[src/rtl/pwpar_pkg.sv]
package pwpar_pkg;

  localparam int unsigned PW_W = 14;

  // Generator for stored parity bits: {odd_lane_bit, even_lane_bit}.
  function automatic logic [1:0] pw_gen_parity(input logic [PW_W-1:0] w);
    logic e;
    logic o;
    e = 1'b0;
    o = 1'b0;
    for (int i = 0; i < int'(PW_W); i++) begin
      if ((i % 2) == 0) e = e ^ w[i];
      else              o = o ^ w[i];
    end
    return {~o, e};
  endfunction

endpackage

[src/rtl/pwpar_rst_sync.sv]
module pwpar_rst_sync #(
  parameter int unsigned STAGES = 2
) (
  input  logic clk,
  input  logic rst_n,
  output logic rst_n_sync
);
  logic [STAGES-1:0] chain_q;
  logic [STAGES-1:0] chain_d;

  always_comb begin
    chain_d = {chain_q[STAGES-2:0], 1'b1};
  end

  always_ff @(posedge clk or negedge rst_n) begin
    if (!rst_n) chain_q <= '0;
    else        chain_q <= chain_d;
  end

  assign rst_n_sync = chain_q[STAGES-1];
endmodule

[src/rtl/pwpar_lane.sv]
module pwpar_lane #(
  parameter int unsigned WORD_W = 14,
  parameter int unsigned LANE   = 0,
  parameter bit          INV    = 1'b0
) (
  input  logic [WORD_W-1:0] word,
  input  logic              par_bit,
  output logic              lane_bad
);
  localparam int unsigned LBITS = (WORD_W - LANE + 1) / 2;

  logic [LBITS-1:0] lane_bits;
  logic             ref_bit;

  for (genvar i = 0; i < int'(LBITS); i++) begin : g_pick
    assign lane_bits[i] = word[2*i + LANE];
  end

  if (INV) begin : g_inv
    assign ref_bit = ~par_bit;
  end else begin : g_plain
    assign ref_bit = par_bit;
  end

  assign lane_bad = (^lane_bits) ^ ref_bit;
endmodule

[src/rtl/pwpar_check.sv]
module pwpar_check
  import pwpar_pkg::*;
#(
  parameter int unsigned WORD_W = PW_W
) (
  input  logic              clk,
  input  logic              rst_n,
  input  logic              fetch_vld,
  input  logic [WORD_W-1:0] fetch_word,
  input  logic              par_even,
  input  logic              par_odd,
  input  logic              cfg_par_en,
  output logic              perr_rst,
  output logic              perr_flag_clr
);
  logic rst_q_n;
  logic bad_even;
  logic bad_odd;
  logic chk_act;
  logic err_d;
  logic clr_d;
  logic err_q;
  logic clr_q;

  pwpar_rst_sync #(.STAGES(2)) u_rsync (
    .clk        (clk),
    .rst_n      (rst_n),
    .rst_n_sync (rst_q_n)
  );

  pwpar_lane #(.WORD_W(WORD_W), .LANE(0), .INV(1'b0)) u_even (
    .word     (fetch_word),
    .par_bit  (par_even),
    .lane_bad (bad_even)
  );

  pwpar_lane #(.WORD_W(WORD_W), .LANE(1), .INV(1'b1)) u_odd (
    .word     (fetch_word),
    .par_bit  (par_odd),
    .lane_bad (bad_odd)
  );

  always_comb begin
    chk_act = fetch_vld & cfg_par_en;
    err_d   = chk_act & (bad_even | bad_odd);
    clr_d   = err_d;
  end

  always_ff @(posedge clk or negedge rst_q_n) begin
    if (!rst_q_n) begin
      err_q <= 1'b0;
      clr_q <= 1'b0;
    end else begin
      err_q <= err_d;
      clr_q <= clr_d;
    end
  end

  assign perr_rst      = err_q;
  assign perr_flag_clr = clr_q;

  assert_no_req_without_fetch_R4: assert property (@(posedge clk) disable iff (!rst_q_n)
    !fetch_vld |=> !perr_rst);

  assert_no_req_when_off_R5: assert property (@(posedge clk) disable iff (!rst_q_n)
    !cfg_par_en |=> !perr_rst);

  assert_clean_word_quiet_R3: assert property (@(posedge clk) disable iff (!rst_q_n)
    (!bad_even && !bad_odd) |=> !perr_rst);

  assert_clr_follows_req_R7: assert property (@(posedge clk) disable iff (!rst_q_n)
    perr_rst |-> perr_flag_clr);

  assert_req_follows_clr_R7: assert property (@(posedge clk) disable iff (!rst_q_n)
    perr_flag_clr |-> perr_rst);

endmodule

[config.mk]
export PLATFORM = sky130hd
export DESIGN_NAME = pwpar_check
export DESIGN_NICKNAME = d
export VERILOG_FILES = /design/src/rtl/pwpar_pkg.sv /design/src/rtl/pwpar_rst_sync.sv /design/src/rtl/pwpar_lane.sv /design/src/rtl/pwpar_check.sv
export SDC_FILE = /design/constraint.sdc
export NUM_CORES = 1
export LEC_CHECK = 0
export BUFFER_PORTS_ARGS = -buffer_cell sky130_fd_sc_hd__buf_4
export CAP_MARGIN = 20
export CORE_AREA = 2 2 39 41
export DETAILED_ROUTE_END_ITERATION = 8
export DIE_AREA = 0 0 41 43
export HOLD_SLACK_MARGIN = 0.15
export PLACE_DENSITY = 0.49
export SYNTH_ARGS = -nofsm -noshare
export SYNTH_HDL_FRONTEND = slang
export SYNTH_SLANG_ARGS = --single-unit
[constraint.sdc]
create_clock -name clk -period 1.5 [get_ports clk]
set_clock_uncertainty 0.2 [all_clocks]
set_input_delay 0.075 -clock clk [delete_from_list [all_inputs] [get_ports clk]]
set_output_delay 0.075 -clock clk [all_outputs]
set_load 0.01 [all_outputs]
==> flow_metrics.py, run 1 <==
metrics = {
    "run_status": {
        "status": "finished, final reports clean",
    },
    "sta": {
        "max_freq_mhz": 674,
        "timing.hold.ws_ps": 155,
        "maxSlewViolCount": 0,
        "min_period_ps": 1480,
        "fin_setup_tns_ps": 0,
        "rsz0062_at_grt": "false",
        "setup_viol": 0,
        "finalHoldViolCount": 0,
        "finalCritPeriodShare": 0.990,
    },
    "route": {
        "drtIter0Drc": 0,
        "antenna_left": 0,
        "dr.pass1.iters": 1,
        "dr_total_vias": 246,
        "routedWlPerCell_um": 8.90,
        "drc": 0,
        "routed_wl_um": 605,
        "vias_per_cell": 3.62,
    },
    "floorplanning": {
        "dieArea_um2": 1760,
        "rows": 14,
        "core_area_um2": 1380,
        "start_util": 0.157,
        "dieHeight_um": 43,
        "fp.dieW_um": 41,
        "io_pins": 22,
    },
    "synthesis": {
        "avgSynthCellArea_um2": 10.4,
        "synthesis.area_um2": 218,
        "yosysTopAreaCell": "xnor2_1",
        "yosysSeqAreaShare": 0.345,
        "synth-seq-cells": 3,
        "synth_warnings": 0,
        "synthCells": 21,
        "ys_top_cells_by_area": "xnor2_1, dfrtp_1, xor2_1",
        "synth_fp_nets": 41,
        "ys_types": 7,
        "yosysTopAreaCellShare": 0.523,
    },
    "cells_and_area": {
        "final_util": 0.353,
        "area_growth_pct": 124,
        "final_common_cell": "buf_4",
        "seq_area_um2": 75.1,
        "num-fill-cells": 146,
        "layout_common_cells": "buf_4, xnor2_1, dlygate4sd3_1",
        "fin_nets": 73,
        "layout-drive-gt1-share": 0.481,
        "multi_input_area_um2": 139,
        "fin_area_um2": 488,
        "num_antenna_cells": 0,
    },
    "worst_hold_path": {
        "hp-class": "flop to flop",
    },
    "run": {
        "drv_cap": 0,
    },
    "grt": {
        "grt_pass1_vias": 231,
        "antenna_found_initial": 0,
        "grt_max_degree": 3,
        "grt_pass1_wl_um": 793,
        "overflow": 0,
        "track_usage": 0.0761,
    },
    "power": {
        "vdd_drop_max_v": 0.000187,
        "report.power.total_uw": 383,
        "power_density_nw_per_um2": 784,
        "leakage_uw": 0.000219,
    },
    "worst_setup_path": {
        "critPathCaptureType": "flop",
        "critical_path_class": "input port to flop",
        "worst-endpoint-required_ps": 1410,
        "crit_fanout": 1,
        "crit_arrival_ps": 1400,
        "critPathLaunchType": "input port",
    },
    "cts": {
        "htreeDepth": 1,
        "cts_buffers": 3,
        "cts_setup_buffers": 0,
        "cts_root_buffer": "clkbuf_4",
        "clk-insertion-delay-late_ps": 240,
        "ctsLongestPathBuffers": 2,
        "cts_sinks": 3,
        "clkTransAtPathRegs_ps": 40,
        "cts_tree": "yes",
    },
    "place": {
        "dp_hpwl_um": 400,
        "placed_cell_area_um2": 388,
        "place_congestion": 0.562,
        "port_buffers": 21,
    },
}
==> path summary, 6_finish.rpt <==
check	from	endpoint	slack, ps	cells after the start
max reg2reg	u_rsync.chain_q[1]	perr_flag_clr	650	1
min	u_rsync.chain_q[0]	u_rsync.chain_q[1]	160	0
min in group asynchronous	u_rsync.chain_q[1]	perr_flag_clr	340	1
max in group asynchronous	rst_n	u_rsync.chain_q[1]	460	3
min reg2reg	u_rsync.chain_q[0]	u_rsync.chain_q[1]	160	0
max	cfg_par_en	perr_flag_clr	20	5
==> worst max-delay path: stages <==
cell and delay [ps]:
dlygate4sd3_1 540, buf_4 130, nand2_1 50, dlygate4sd3_1 560
a21oi_2 40
==> layout make-up <==
cell class                 instances  area share
timing repair buffer              28       0.467
multi-input combinational         17       0.285
tap                               16      0.0410
clock buffer                       4      0.0538
sequential                         3       0.154
==> cell usage after synthesis (all sizes together) <==
| library cell | instances |
|---|---|
| xnor2 | 13 |
| conb | 1 |
| dfrtp | 3 |
| buf | 1 |
| nand2 | 1 |
| a21oi | 1 |
| xor2 | 1 |
==> power by group <==
group | internal, uW | switching, uW | total (uW)
combinational | 95.2 | 53.0 | 148
clock | 99.8 | 44.1 | 144
sequential | 87.9 | 2.46 | 90.4
total | 283 | 99.6 | 383
==> registers in the layout (all words and copies together) (netlist names) <==
signal,cells
u_rsync.chain_q,2
perr_flag_clr,1
==> layer usage <==
layer	vias to the layer above	GRT usage	wire [um]
met1	107	0.0510	175
met5	-	0	0
met2	15	0.131	360
li1	122	-	-
met4	0	0.100	12
met3	2	0.0157	57
==> cells by family (layout without fill, tap and decap cells) <==
family | after synthesis | after routing | share of synthesized area
other cells | 1 | 1 | 0.0172
simple gates | 1 | 1 | 0.0172
buf+inv | 1 | 32 | 0.0345
compound gates | 1 | 1 | 0.0230
xor+xnor | 14 | 14 | 0.563
flops | 3 | 3 | 0.345
==> metrics by stage <==
stage | setup slack (ps) | instances
after floorplan | 580 | 21
after global placement | 418 | 57
after detailed placement | 395 | 57
after CTS | 56.0 | 68
after global routing | 8.25 | 68
final | 15.4 | 68
==> timing repair <==
item / 4_1_cts / 5_1_grt
endpoints found under the setup margin: 0 / 1
gates resized for setup: 0 / 1
hold endpoints to repair: 4 / 0
hold buffers: 7 / 0
Note: power is estimated with default switching activity, not from simulation.
==> inputs of run 2 (changes only) <==
--- a/config.mk
+++ b/config.mk
@@ -7,11 +7,12 @@
 export LEC_CHECK = 0
 export BUFFER_PORTS_ARGS = -buffer_cell sky130_fd_sc_hd__buf_4
 export CAP_MARGIN = 20
-export CORE_AREA = 2 2 39 41
+export CELL_PAD_IN_SITES_DETAIL_PLACEMENT = 0
+export CELL_PAD_IN_SITES_GLOBAL_PLACEMENT = 2
+export CORE_UTILIZATION = 16
 export DETAILED_ROUTE_END_ITERATION = 8
-export DIE_AREA = 0 0 41 43
 export HOLD_SLACK_MARGIN = 0.15
-export PLACE_DENSITY = 0.49
+export PLACE_DENSITY = 0.79
 export SYNTH_ARGS = -nofsm -noshare
 export SYNTH_HDL_FRONTEND = slang
 export SYNTH_SLANG_ARGS = --single-unit
==> run 2 against run 1 <==
Compared with the run above: register-to-register slack is essentially flat; non-clock buffer count shrank 2; hold slack is essentially flat; flip-flop and latch count is the same; routed wire length shrank 11%; setup slack gained 27 ps; total power shrank 4.0%; via count shrank 6.5%; clock power shrank 3%; cell count shrank 5.9%; first-iteration DRC count grew 2; sequential share of layout area grew 0.88 points.
==> flow_metrics.py, run 2 (synthesized netlist as in run 1, its figures left out) <==
metrics = {
    "run_status": {
        "status": "finished, final reports clean",
    },
    "cts": {
        "cts_tree": "yes",
        "clk-insertion-delay-late_ps": 230,
        "ctsLongestPathBuffers": 2,
        "clkTransAtPathRegs_ps": 40,
        "cts_root_buffer": "clkbuf_4",
        "cts_buffers": 3,
        "htreeDepth": 1,
        "cts_sinks": 3,
    },
    "floorplanning": {
        "io_pins": 22,
        "dieHeight_um": 38.9,
        "fp.dieW_um": 38.9,
        "core_area_um2": 1190,
        "dieArea_um2": 1510,
        "rows": 12,
        "start_util": 0.184,
    },
    "route": {
        "routedWlPerCell_um": 8.42,
        "dr.pass1.iters": 2,
        "drtIter0Drc": 2,
        "drc": 0,
        "dr_total_vias": 230,
        "antenna_left": 0,
        "routed_wl_um": 539,
        "vias_per_cell": 3.59,
    },
    "worst_setup_path": {
        "crit_top_cell": "dlygate4sd3_1",
        "crit_arrival_ps": 1360,
        "critPathLaunchType": "input port",
        "critPathCaptureType": "flop",
        "ff2ff_path_depth": 1,
        "cpMaxStageDelayCell": "dlygate4sd3_1",
        "crit_fanout": 1,
        "critical_path.max_stage_delay_ps": 540,
        "crit_chain": "dlygate4sd3_1 -> buf_4 -> nand2_1 -> dlygate4sd3_1 -> a21oi_1",
        "r2r_slack_ps": 650,
        "critical_path_class": "input port to flop",
        "worst-endpoint-required_ps": 1400,
    },
    "sta": {
        "max_freq_mhz": 686,
        "fin_setup_tns_ps": 0,
        "finalHoldViolCount": 0,
        "timing.hold.ws_ps": 155,
        "rsz0062_at_grt": "false",
        "fin_ws_ps": 42.7,
        "finalCritPeriodShare": 0.972,
        "maxSlewViolCount": 0,
        "setup_viol": 0,
        "min_period_ps": 1460,
    },
    "grt": {
        "track_usage": 0.0760,
        "grt_max_degree": 3,
        "overflow": 0,
        "grt_pass1_vias": 220,
        "grt_pass1_wl_um": 765,
        "antenna_found_initial": 0,
    },
    "place": {
        "pre_cts_ws_ps": 409,
        "place_congestion": 0.608,
        "port_buffers": 21,
    },
    "worst_hold_path": {
        "hp-class": "input port to flop",
        "whs_path_depth": 5,
    },
    "run": {
        "drv_cap": 0,
    },
    "cells_and_area": {
        "num_antenna_cells": 0,
        "layout-drive-gt1-share": 0.480,
        "final_common_cell": "buf_4",
        "area_growth_pct": 112,
        "top_register": "u_rsync.chain_q",
        "final_util": 0.389,
        "fin_nets": 71,
        "largest_reg_flops": 2,
        "layout_common_cells": "buf_4, xnor2_1, dlygate4sd3_1",
    },
    "power": {
        "vdd_drop_max_v": 0.000292,
        "leakage_uw": 0.000211,
        "power_density_nw_per_um2": 795,
    },
}
==> run 2: cell count changes in the layout (fill, tap and decap cells not counted) <==
cell and delta:
a21oi_2 -1, dlygate4sd3_1 -2, a21oi_1 +1
==> run 2: metal layers <==
metal / track usage / up-vias / wire (um)
met5: 0 / - / 0
met4: 0.0259 / 0 / 0
met3: 0.0173 / 0 / 47
met2: 0.171 / 13 / 343
met1: 0.0580 / 98 / 148
li1: - / 119 / -
==> run 2: area by class of cell <==
type                            count  area [um2]
Clock buffer                        4        26.3
Sequential cell                     3        75.1
Tap cell                           14        17.5
Timing Repair Buffer               26         208
Multi-Input combinational cell     17         135
Fill cell                         121         724
==> run 2: timing repair <==
action,CTS,global route
resized for setup,0,0
buffers inserted,0,0
endpoints found under the hold margin,4,0
setup endpoints to repair,0,0
hold buffers,5,0
==> run 2: worst paths after layout <==
path | from | endpoint
setup / recovery | cfg_par_en | perr_flag_clr
hold / removal | fetch_word[9] | perr_flag_clr
setup reg to reg | u_rsync.chain_q[1] | perr_flag_clr
hold reg to reg | u_rsync.chain_q[0] | u_rsync.chain_q[1]
max in group asynchronous | rst_n | u_rsync.chain_q[0]
min in group asynchronous | u_rsync.chain_q[1] | perr_flag_clr
==> run 2: per-stage QoR <==
stage	area, um2	instances	power, uW
2_1_floorplan	218	21	165
3_3_place_gp	385	55	217
3_5_place_dp	385	55	219
4_1_cts	462	64	372
5_1_grt	462	64	394
6_report	462	64	367
==> run 2: critical path: cells and delay by family <==
family / cells / cell delay, ps
AOI/OAI and AO/OA: 1 / 40
buffers and inverters: 3 / 1210
and+or+nand+nor: 1 / 40
==> run 2: power by group <==
part	total, uW	leakage [uW]	switching, uW	internal, uW
Combinational	136	0.000160	45.8	90.6
Clock	140	0.0000150	40.7	99.6
Sequential	90.4	0.0000365	2.52	87.9
